<file path="config.mk">
export PLATFORM = sky130hd
export DESIGN_NAME = pwr_calc_engine
export DESIGN_NICKNAME = d
export VERILOG_FILES = /design/src/rtl/pwr_calc_pkg.sv /design/src/rtl/pc_shunt_fmt.sv /design/src/rtl/pc_shift_mul.sv /design/src/rtl/pc_restore_div.sv /design/src/rtl/pwr_calc_engine.sv
export SDC_FILE = /design/constraint.sdc
export NUM_CORES = 1
export LEC_CHECK = 0
export ABC_AREA = 1
export BUFFER_PORTS_ARGS = -buffer_cell sky130_fd_sc_hd__buf_2
export CORE_ASPECT_RATIO = 0.9
export CORE_UTILIZATION = 55
export DETAILED_ROUTE_END_ITERATION = 8
export GPL_TIMING_DRIVEN = 0
export PLACE_DENSITY = 0.74
export REMOVE_ABC_BUFFERS = 1
export SETUP_SLACK_MARGIN = 0.4
export SYNTH_ARGS = -nofsm -noshare
export SYNTH_HDL_FRONTEND = slang
export SYNTH_SLANG_ARGS = --single-unit
</file>
<file path="constraint.sdc">
create_clock -name clk -period 3.9 [get_ports clk]
set_input_delay 0.78 -clock clk [delete_from_list [all_inputs] [get_ports clk]]
set_output_delay 0.78 -clock clk [all_outputs]
set_load 0.005 [all_outputs]
</file>
<file path="src/rtl/pwr_calc_pkg.sv">
package pwr_calc_pkg;

    localparam int DEF_RAW_W     = 17;
    localparam int DEF_REG_W     = 16;
    localparam int DEF_BUS_W     = 13;
    localparam int DEF_CAL_W     = 16;
    localparam int DEF_CUR_SHIFT = 12;
    localparam int DEF_PWR_DIV   = 5000;
    localparam int BASE_LIMIT    = 4000;

    typedef enum logic [2:0] {
        ST_IDLE,
        ST_MUL_I,
        ST_MUL_P,
        ST_DIV_P
    } eng_state_e;

    // Clamp limit doubles with each gain code step.
    function automatic logic [DEF_REG_W-1:0] gain_limit(input logic [1:0] code);
        return DEF_REG_W'(BASE_LIMIT) << code;
    endfunction

endpackage

</file>
<file path="src/rtl/pc_shunt_fmt.sv">
module pc_shunt_fmt
    import pwr_calc_pkg::*;
#(
    parameter int RAW_W = DEF_RAW_W,
    parameter int REG_W = DEF_REG_W
) (
    input  logic signed [RAW_W-1:0] raw,
    input  logic        [1:0]       gain,
    output logic        [REG_W-1:0] value,
    output logic        [REG_W-1:0] magnitude,
    output logic                    neg
);
    localparam int XW = ((RAW_W > REG_W) ? RAW_W : REG_W) + 2;

    logic signed [XW-1:0] raw_x;
    logic signed [XW-1:0] lim_x;

    always_comb begin
        raw_x = XW'(raw);
        lim_x = XW'(gain_limit(gain));
        if (raw_x > lim_x) begin
            value = REG_W'(lim_x);
        end else if (raw_x < -lim_x) begin
            value = REG_W'(-lim_x);
        end else begin
            value = REG_W'(raw_x);
        end
        neg       = value[REG_W-1];
        magnitude = neg ? (~value + REG_W'(1)) : value;
    end

endmodule

</file>
<file path="src/rtl/pc_shift_mul.sv">
module pc_shift_mul #(
    parameter int A_W  = 16,
    parameter int B_W  = 16,
    parameter int DROP = 0
) (
    input  logic                      clk,
    input  logic                      rst,
    input  logic                      go,
    input  logic [A_W-1:0]            a,
    input  logic [B_W-1:0]            b,
    output logic                      done,
    output logic [A_W+B_W-DROP-1:0]   product
);
    localparam int P_W = A_W + B_W;
    localparam int C_W = $clog2(B_W + 1);

    logic [P_W-1:0] acc;
    logic [P_W-1:0] mcand;
    logic [B_W-1:0] mplier;
    logic [C_W-1:0] cnt;
    logic           run;

    always_ff @(posedge clk) begin
        if (rst) begin
            acc    <= '0;
            mcand  <= '0;
            mplier <= '0;
            cnt    <= '0;
            run    <= 1'b0;
            done   <= 1'b0;
        end else begin
            done <= 1'b0;
            if (go) begin
                acc    <= '0;
                mcand  <= P_W'(a);
                mplier <= b;
                cnt    <= C_W'(B_W);
                run    <= 1'b1;
            end else if (run) begin
                if (mplier[0]) begin
                    acc <= acc + mcand;
                end
                mcand  <= mcand << 1;
                mplier <= mplier >> 1;
                cnt    <= cnt - C_W'(1);
                if (cnt == C_W'(1)) begin
                    run  <= 1'b0;
                    done <= 1'b1;
                end
            end
        end
    end

    assign product = acc[P_W-1:DROP];

endmodule

</file>
<file path="src/rtl/pc_restore_div.sv">
module pc_restore_div #(
    parameter int N_W = 33,
    parameter int D_W = 13
) (
    input  logic           clk,
    input  logic           rst,
    input  logic           go,
    input  logic [N_W-1:0] dividend,
    input  logic [D_W-1:0] divisor,
    output logic           done,
    output logic [N_W-1:0] quotient
);
    localparam int C_W = $clog2(N_W + 1);

    logic [D_W-1:0] rem;
    logic [D_W:0]   trial;
    logic           fits;
    logic [C_W-1:0] cnt;
    logic           run;

    always_comb begin
        trial = {rem, quotient[N_W-1]};
        fits  = (trial >= {1'b0, divisor});
    end

    always_ff @(posedge clk) begin
        if (rst) begin
            rem      <= '0;
            quotient <= '0;
            cnt      <= '0;
            run      <= 1'b0;
            done     <= 1'b0;
        end else begin
            done <= 1'b0;
            if (go) begin
                rem      <= '0;
                quotient <= dividend;
                cnt      <= C_W'(N_W);
                run      <= 1'b1;
            end else if (run) begin
                rem      <= fits ? D_W'(trial - {1'b0, divisor}) : D_W'(trial);
                quotient <= {quotient[N_W-2:0], fits};
                cnt      <= cnt - C_W'(1);
                if (cnt == C_W'(1)) begin
                    run  <= 1'b0;
                    done <= 1'b1;
                end
            end
        end
    end

endmodule

</file>
<file path="src/rtl/pwr_calc_engine.sv">
module pwr_calc_engine
    import pwr_calc_pkg::*;
#(
    parameter int RAW_W     = DEF_RAW_W,
    parameter int REG_W     = DEF_REG_W,
    parameter int BUS_W     = DEF_BUS_W,
    parameter int CAL_W     = DEF_CAL_W,
    parameter int CUR_SHIFT = DEF_CUR_SHIFT,
    parameter int PWR_DIV   = DEF_PWR_DIV
) (
    input  logic                    clk,
    input  logic                    rst,
    input  logic                    start,
    input  logic signed [RAW_W-1:0] shunt_in,
    input  logic        [BUS_W-1:0] bus_in,
    input  logic        [CAL_W-1:0] cal_in,
    input  logic        [1:0]       gain,
    input  logic                    range_hi,
    output logic                    busy,
    output logic                    done,
    output logic        [REG_W-1:0] shunt_reg,
    output logic        [REG_W-1:0] bus_reg,
    output logic        [REG_W-1:0] current_reg,
    output logic        [REG_W-1:0] power_reg,
    output logic        [CAL_W-1:0] cal_reg
);
    localparam int CM_W = REG_W + CAL_W - CUR_SHIFT;   // unsaturated current magnitude
    localparam int PP_W = CM_W + BUS_W;                // power product
    localparam int DV_W = $clog2(PWR_DIV + 1);
    localparam logic [CAL_W-1:0] CAL_MASK = ~CAL_W'(1);
    localparam logic [CM_W-1:0]  POS_LIM  = CM_W'(2 ** (REG_W - 1) - 1);
    localparam logic [CM_W-1:0]  NEG_LIM  = CM_W'(2 ** (REG_W - 1));
    localparam logic [PP_W-1:0]  PWR_LIM  = PP_W'(2 ** REG_W - 1);

    eng_state_e       state;
    logic [REG_W-1:0] fmt_val, fmt_mag;
    logic             fmt_neg;
    logic [REG_W-1:0] shunt_q, mag_q;
    logic             neg_q;
    logic [BUS_W-1:0] bus_eff, bus_q, bus_out_q;
    logic [CM_W-1:0]  cur_mag_q, prod_i;
    logic [PP_W-1:0]  prod_p, quo;
    logic             go_i, go_p, go_d;
    logic             done_i, done_p, done_d;
    logic             ready_q, ovf_q;
    logic             cur_ovf, pwr_ovf;
    logic [REG_W-1:0] cur_val, pwr_val;

    pc_shunt_fmt #(.RAW_W(RAW_W), .REG_W(REG_W)) u_fmt (
        .raw(shunt_in), .gain(gain),
        .value(fmt_val), .magnitude(fmt_mag), .neg(fmt_neg)
    );

    pc_shift_mul #(.A_W(REG_W), .B_W(CAL_W), .DROP(CUR_SHIFT)) u_mul_i (
        .clk(clk), .rst(rst), .go(go_i), .a(mag_q), .b(cal_reg),
        .done(done_i), .product(prod_i)
    );

    pc_shift_mul #(.A_W(CM_W), .B_W(BUS_W), .DROP(0)) u_mul_p (
        .clk(clk), .rst(rst), .go(go_p), .a(cur_mag_q), .b(bus_q),
        .done(done_p), .product(prod_p)
    );

    pc_restore_div #(.N_W(PP_W), .D_W(DV_W)) u_div (
        .clk(clk), .rst(rst), .go(go_d), .dividend(prod_p),
        .divisor(DV_W'(PWR_DIV)), .done(done_d), .quotient(quo)
    );

    always_comb begin
        bus_eff = range_hi ? bus_in : {1'b0, bus_in[BUS_W-2:0]};
        cur_ovf = neg_q ? (cur_mag_q > NEG_LIM) : (cur_mag_q > POS_LIM);
        if (cur_ovf) begin
            cur_val = neg_q ? REG_W'(NEG_LIM) : REG_W'(POS_LIM);
        end else begin
            cur_val = neg_q ? REG_W'(~cur_mag_q + CM_W'(1)) : REG_W'(cur_mag_q);
        end
        pwr_ovf = (quo > PWR_LIM);
        pwr_val = pwr_ovf ? '1 : REG_W'(quo);
    end

    always_ff @(posedge clk) begin
        if (rst) begin
            state       <= ST_IDLE;
            shunt_q     <= '0;
            mag_q       <= '0;
            neg_q       <= 1'b0;
            bus_q       <= '0;
            cur_mag_q   <= '0;
            cal_reg     <= '0;
            go_i        <= 1'b0;
            go_p        <= 1'b0;
            go_d        <= 1'b0;
            done        <= 1'b0;
            ready_q     <= 1'b0;
            ovf_q       <= 1'b0;
            shunt_reg   <= '0;
            bus_out_q   <= '0;
            current_reg <= '0;
            power_reg   <= '0;
        end else begin
            go_i <= 1'b0;
            go_p <= 1'b0;
            go_d <= 1'b0;
            done <= 1'b0;
            unique case (state)
                ST_IDLE: if (start) begin
                    shunt_q <= fmt_val;
                    mag_q   <= fmt_mag;
                    neg_q   <= fmt_neg;
                    bus_q   <= bus_eff;
                    cal_reg <= cal_in & CAL_MASK;
                    ready_q <= 1'b0;
                    go_i    <= 1'b1;
                    state   <= ST_MUL_I;
                end
                ST_MUL_I: if (done_i) begin
                    cur_mag_q <= prod_i;
                    go_p      <= 1'b1;
                    state     <= ST_MUL_P;
                end
                ST_MUL_P: if (done_p) begin
                    go_d  <= 1'b1;
                    state <= ST_DIV_P;
                end
                ST_DIV_P: if (done_d) begin
                    shunt_reg   <= shunt_q;
                    bus_out_q   <= bus_q;
                    current_reg <= cur_val;
                    power_reg   <= pwr_val;
                    ovf_q       <= cur_ovf | pwr_ovf;
                    ready_q     <= 1'b1;
                    done        <= 1'b1;
                    state       <= ST_IDLE;
                end
                default: state <= ST_IDLE;
            endcase
        end
    end

    assign busy    = (state != ST_IDLE);
    assign bus_reg = {bus_out_q, 1'b0, ready_q, ovf_q};

endmodule

</file>
==> results.py <==
metrics = {
    "run_status": {
        "status": "finished, final reports clean",
    },
    "drt": {
        "antenna_left": 0,
        "first_pass_iters": 6,
        "drt_iter0_drc": 1167,
        "drc": 0,
        "routed_wl_um": 47700,
        "vias": 17359,
        "routedWlPerCell_um": 15.4,
        "vias_per_cell": 5.63,
    },
    "timing": {
        "clock_skew_ns": 0.0198,
        "fin_tns_setup_ns": 0,
        "period_needed_ns": 3.31,
        "hold_viol_final": 0,
        "rsz0062_at_grt": "yes",
        "max_slew_margin": 0.140,
        "fin_crit_sh": 0.850,
        "clock.fmax_mhz": 302,
        "setup_viol": 0,
        "worstMarginPinSlew_ns": 1.29,
        "slew_violations": 0,
    },
    "final_layout": {
        "layout_commonest_cell": "dfxtp_1",
        "final_nets": 2745,
        "area_delta_synth_final_pct": 12.0,
        "drive_gt1_frac": 0.107,
        "fillCellCount": 3060,
        "final_cell_mix": "374 x dfxtp_1, 323 x nand2_1, 300 x nor2_1",
        "antenna_cells": 0,
        "utilization": 0.625,
    },
    "global_route": {
        "grt_pass1_wl_um": 78300,
        "grt_pass1_vias": 15909,
        "grt-ovfl-total": 0,
        "antenna_found_initial": 0,
        "grt_max_degree": 119,
        "grtUsageTotal": 0.270,
    },
    "critical_path": {
        "ff2ff_path_depth": 4,
        "cp_common_cell": "inv_1",
        "r2r-end": "u_mul_p.mplier[2]",
        "critPathCaptureType": "flop",
        "crit_type": "primary input to flop",
        "path_max_fanout": 7,
        "crit_path_max_incr_delay_ns": 0.28,
        "cp_slowest_cell": "ha_1",
        "cp_cell_sequence": "clkbuf_4 -> inv_4 -> ha_4 -> nor3_2 -> inv_1 -> ha_1 -> inv_1 -> nor2_1 -> a21oi_2 -> nand3_1 -> nand2_4 -> nand2_8 -> buf_4 -> nand2_1 -> inv_1 -> o41ai_1 -> nand3_1 -> nand2_2 -> nand3_2 -> o21ai_1 -> nor2_1",
        "rr_startpoint": "u_mul_p.run",
        "cp.required_ns": 4.33,
        "startpoint_type": "primary input",
        "cp_num_buf_inv": 6,
        "critPathArrivalTime_ns": 3.74,
        "r2r_slack_ns": 0.68,
        "cp_top_family": "simple AND/OR/NAND/NOR gates",
    },
    "die": {
        "die-area_um2": 35100,
        "rows": 64,
        "die_w_um": 197,
        "io_pins": 134,
        "start_util": 0.558,
        "coreArea_um2": 33900,
        "die_y_um": 178,
    },
    "clocking": {
        "numClockSinks": 374,
        "cts_hold_buf": 0,
        "clkLatencyLatePin_ns": 0.54,
        "clkSlewWorstSetupHoldPaths_ns": 0.06,
        "cts_buffers": 40,
        "h-tree-depth": 2,
        "root_buffer": "clkbuf_16",
        "cts_max_path_buffers": 3,
        "cts_tree": "built",
    },
    "synthesis": {
        "syn_avg_cell_area_um2": 7.43,
        "netlist_area_um2": 18900,
        "synthDistinctLibCells": 56,
        "yosysWarnings": 0,
        "ys_ff_latch": 374,
        "synth_top_area_cell": "dfxtp_1",
        "synthCells": 2543,
        "ys_top_cells_by_area": "dfxtp_1 40%, o21ai_0 6.9%, nand2_1 6.5%",
        "synth_edf_count": 0,
        "ys_seq_area_frac": 0.396,
        "synth_top_area_frac": 0.396,
        "synthArstFlopShare": 0,
        "synth_flop_cell": "dfxtp_1",
    },
    "place": {
        "io_buffers": 130,
        "gp_congestion": 0.926,
        "dp_hpwl_um": 33600,
    },
    "pwr": {
        "powerDensity_nw_per_um2": 452,
        "irDropWorstVdd_uv": 374,
        "power.leakage_uw": 0.00966,
    },
    "run": {
        "maxCapViolCount": 0,
    },
    "min_path": {
        "hp-class": "flop to flop",
        "hold_path_depth": 2,
        "hold_path_startpoint": "u_mul_p.done",
        "holdPathEnd": "go_d",
    },
}
worst max-delay path by stage:
stage / startpoint / endpoint / slack (ns) / cells past startpoint
floorplan: rst / u_mul_i.mplier[14] / -0.23 / 3
detailed placement: gain[1] / mag_q[10] / -0.46 / 24
CTS: u_mul_i.run / u_mul_i.acc[7] / 0.40 / 5
finish: gain[1] / mag_q[13] / 0.59 / 21
global route: u_mul_p.run / u_mul_p.cnt[3] / 0.38 / 5
global placement: rst / cur_mag_q[7] / -2.81 / 4
synthesized netlist by cell type (2+ instances only):
cell type / instances
a21o_1: 6
nand3_1: 76
o211ai_1: 30
buf_4: 4
o41ai_1: 2
fa_1: 2
xor2_1: 41
and3_1: 2
nor2_1: 302
a21oi_1: 203
clkinv_1: 5
nand4_1: 13
a31oi_1: 28
a221oi_1: 7
a22oi_1: 2
nor4_1: 10
o221a_2: 16
o21ai_0: 261
buf_6: 2
o21a_1: 9
nor2_2: 4
buf_1: 17
nor3_1: 98
xnor2_1: 15
clkbuf_1: 103
inv_2: 5
a211oi_1: 19
nand2_2: 9
nor3_2: 2
o221ai_1: 75
a21oi_2: 2
nand2_1: 328
nand3_2: 5
dfxtp_1: 374
or2_2: 3
buf_2: 7
o21ai_1: 13
o21bai_1: 39
ha_1: 98
inv_1: 290
timing repair:
item                                    in CTS  in global routing
resized for setup                            6                 19
gates cloned                                 0                  0
buffers inserted                             4                  1
pin swaps                                    2                  6
endpoints found under the setup margin      69                 76
tightest hold or removal path: stages, from the launching register on:
cell and delay [ns]:
dfxtp_1 0.31, nand2_1 0.06, nor2_1 0.03
power breakdown:
part           switching [µW]  internal, µW  total [µW]
clock network            1570          2270        3830
registers                 242          4120        4360
logic                     903           485        1390
metrics by stage:
stage	area, µm²	hold slack [ns]	total power (µW)	setup slack, ns	std cells
after floorplan	18400	0.413	5310	-0.229	2411
after global placement	19600	0.431	5730	-2.81	3003
after detailed placement	19700	0.433	5800	-0.462	3008
after CTS	21100	0.437	9630	0.399	3084
after global routing	21200	0.463	10000	0.381	3085
final	21200	0.436	9580	0.586	3085
area by class of cell:
type	instances	area (µm²)	share of cell area
Tap cell	462	578	0.0273
Timing Repair Buffer	140	788	0.0372
Inverter	301	1150	0.0543
Sequential cell	374	7490	0.354
Clock inverter	15	160	0.00756
Clock buffer	57	1190	0.0560
Multi-Input combinational cell	1736	9820	0.464
per-layer routing:
layer	track usage	share of wire	vias up
met2	0.451	0.46	418
met4	0.0691	0.017	0
met1	0.366	0.48	8113
li1	-	-	8769
met3	0.0376	0.043	59
met5	0	0	-
cell families after synthesis:
logic type | synth area share
AO/OA/AOI/OAI | 0.231
XOR/XNOR | 0.0260
adder cells (fa/ha/maj) | 0.0670
buffers and inverters | 0.0883
flip-flops | 0.396
other | 0.000198
AND/OR/NAND/NOR | 0.191
(Power assumes the default switching activity.)
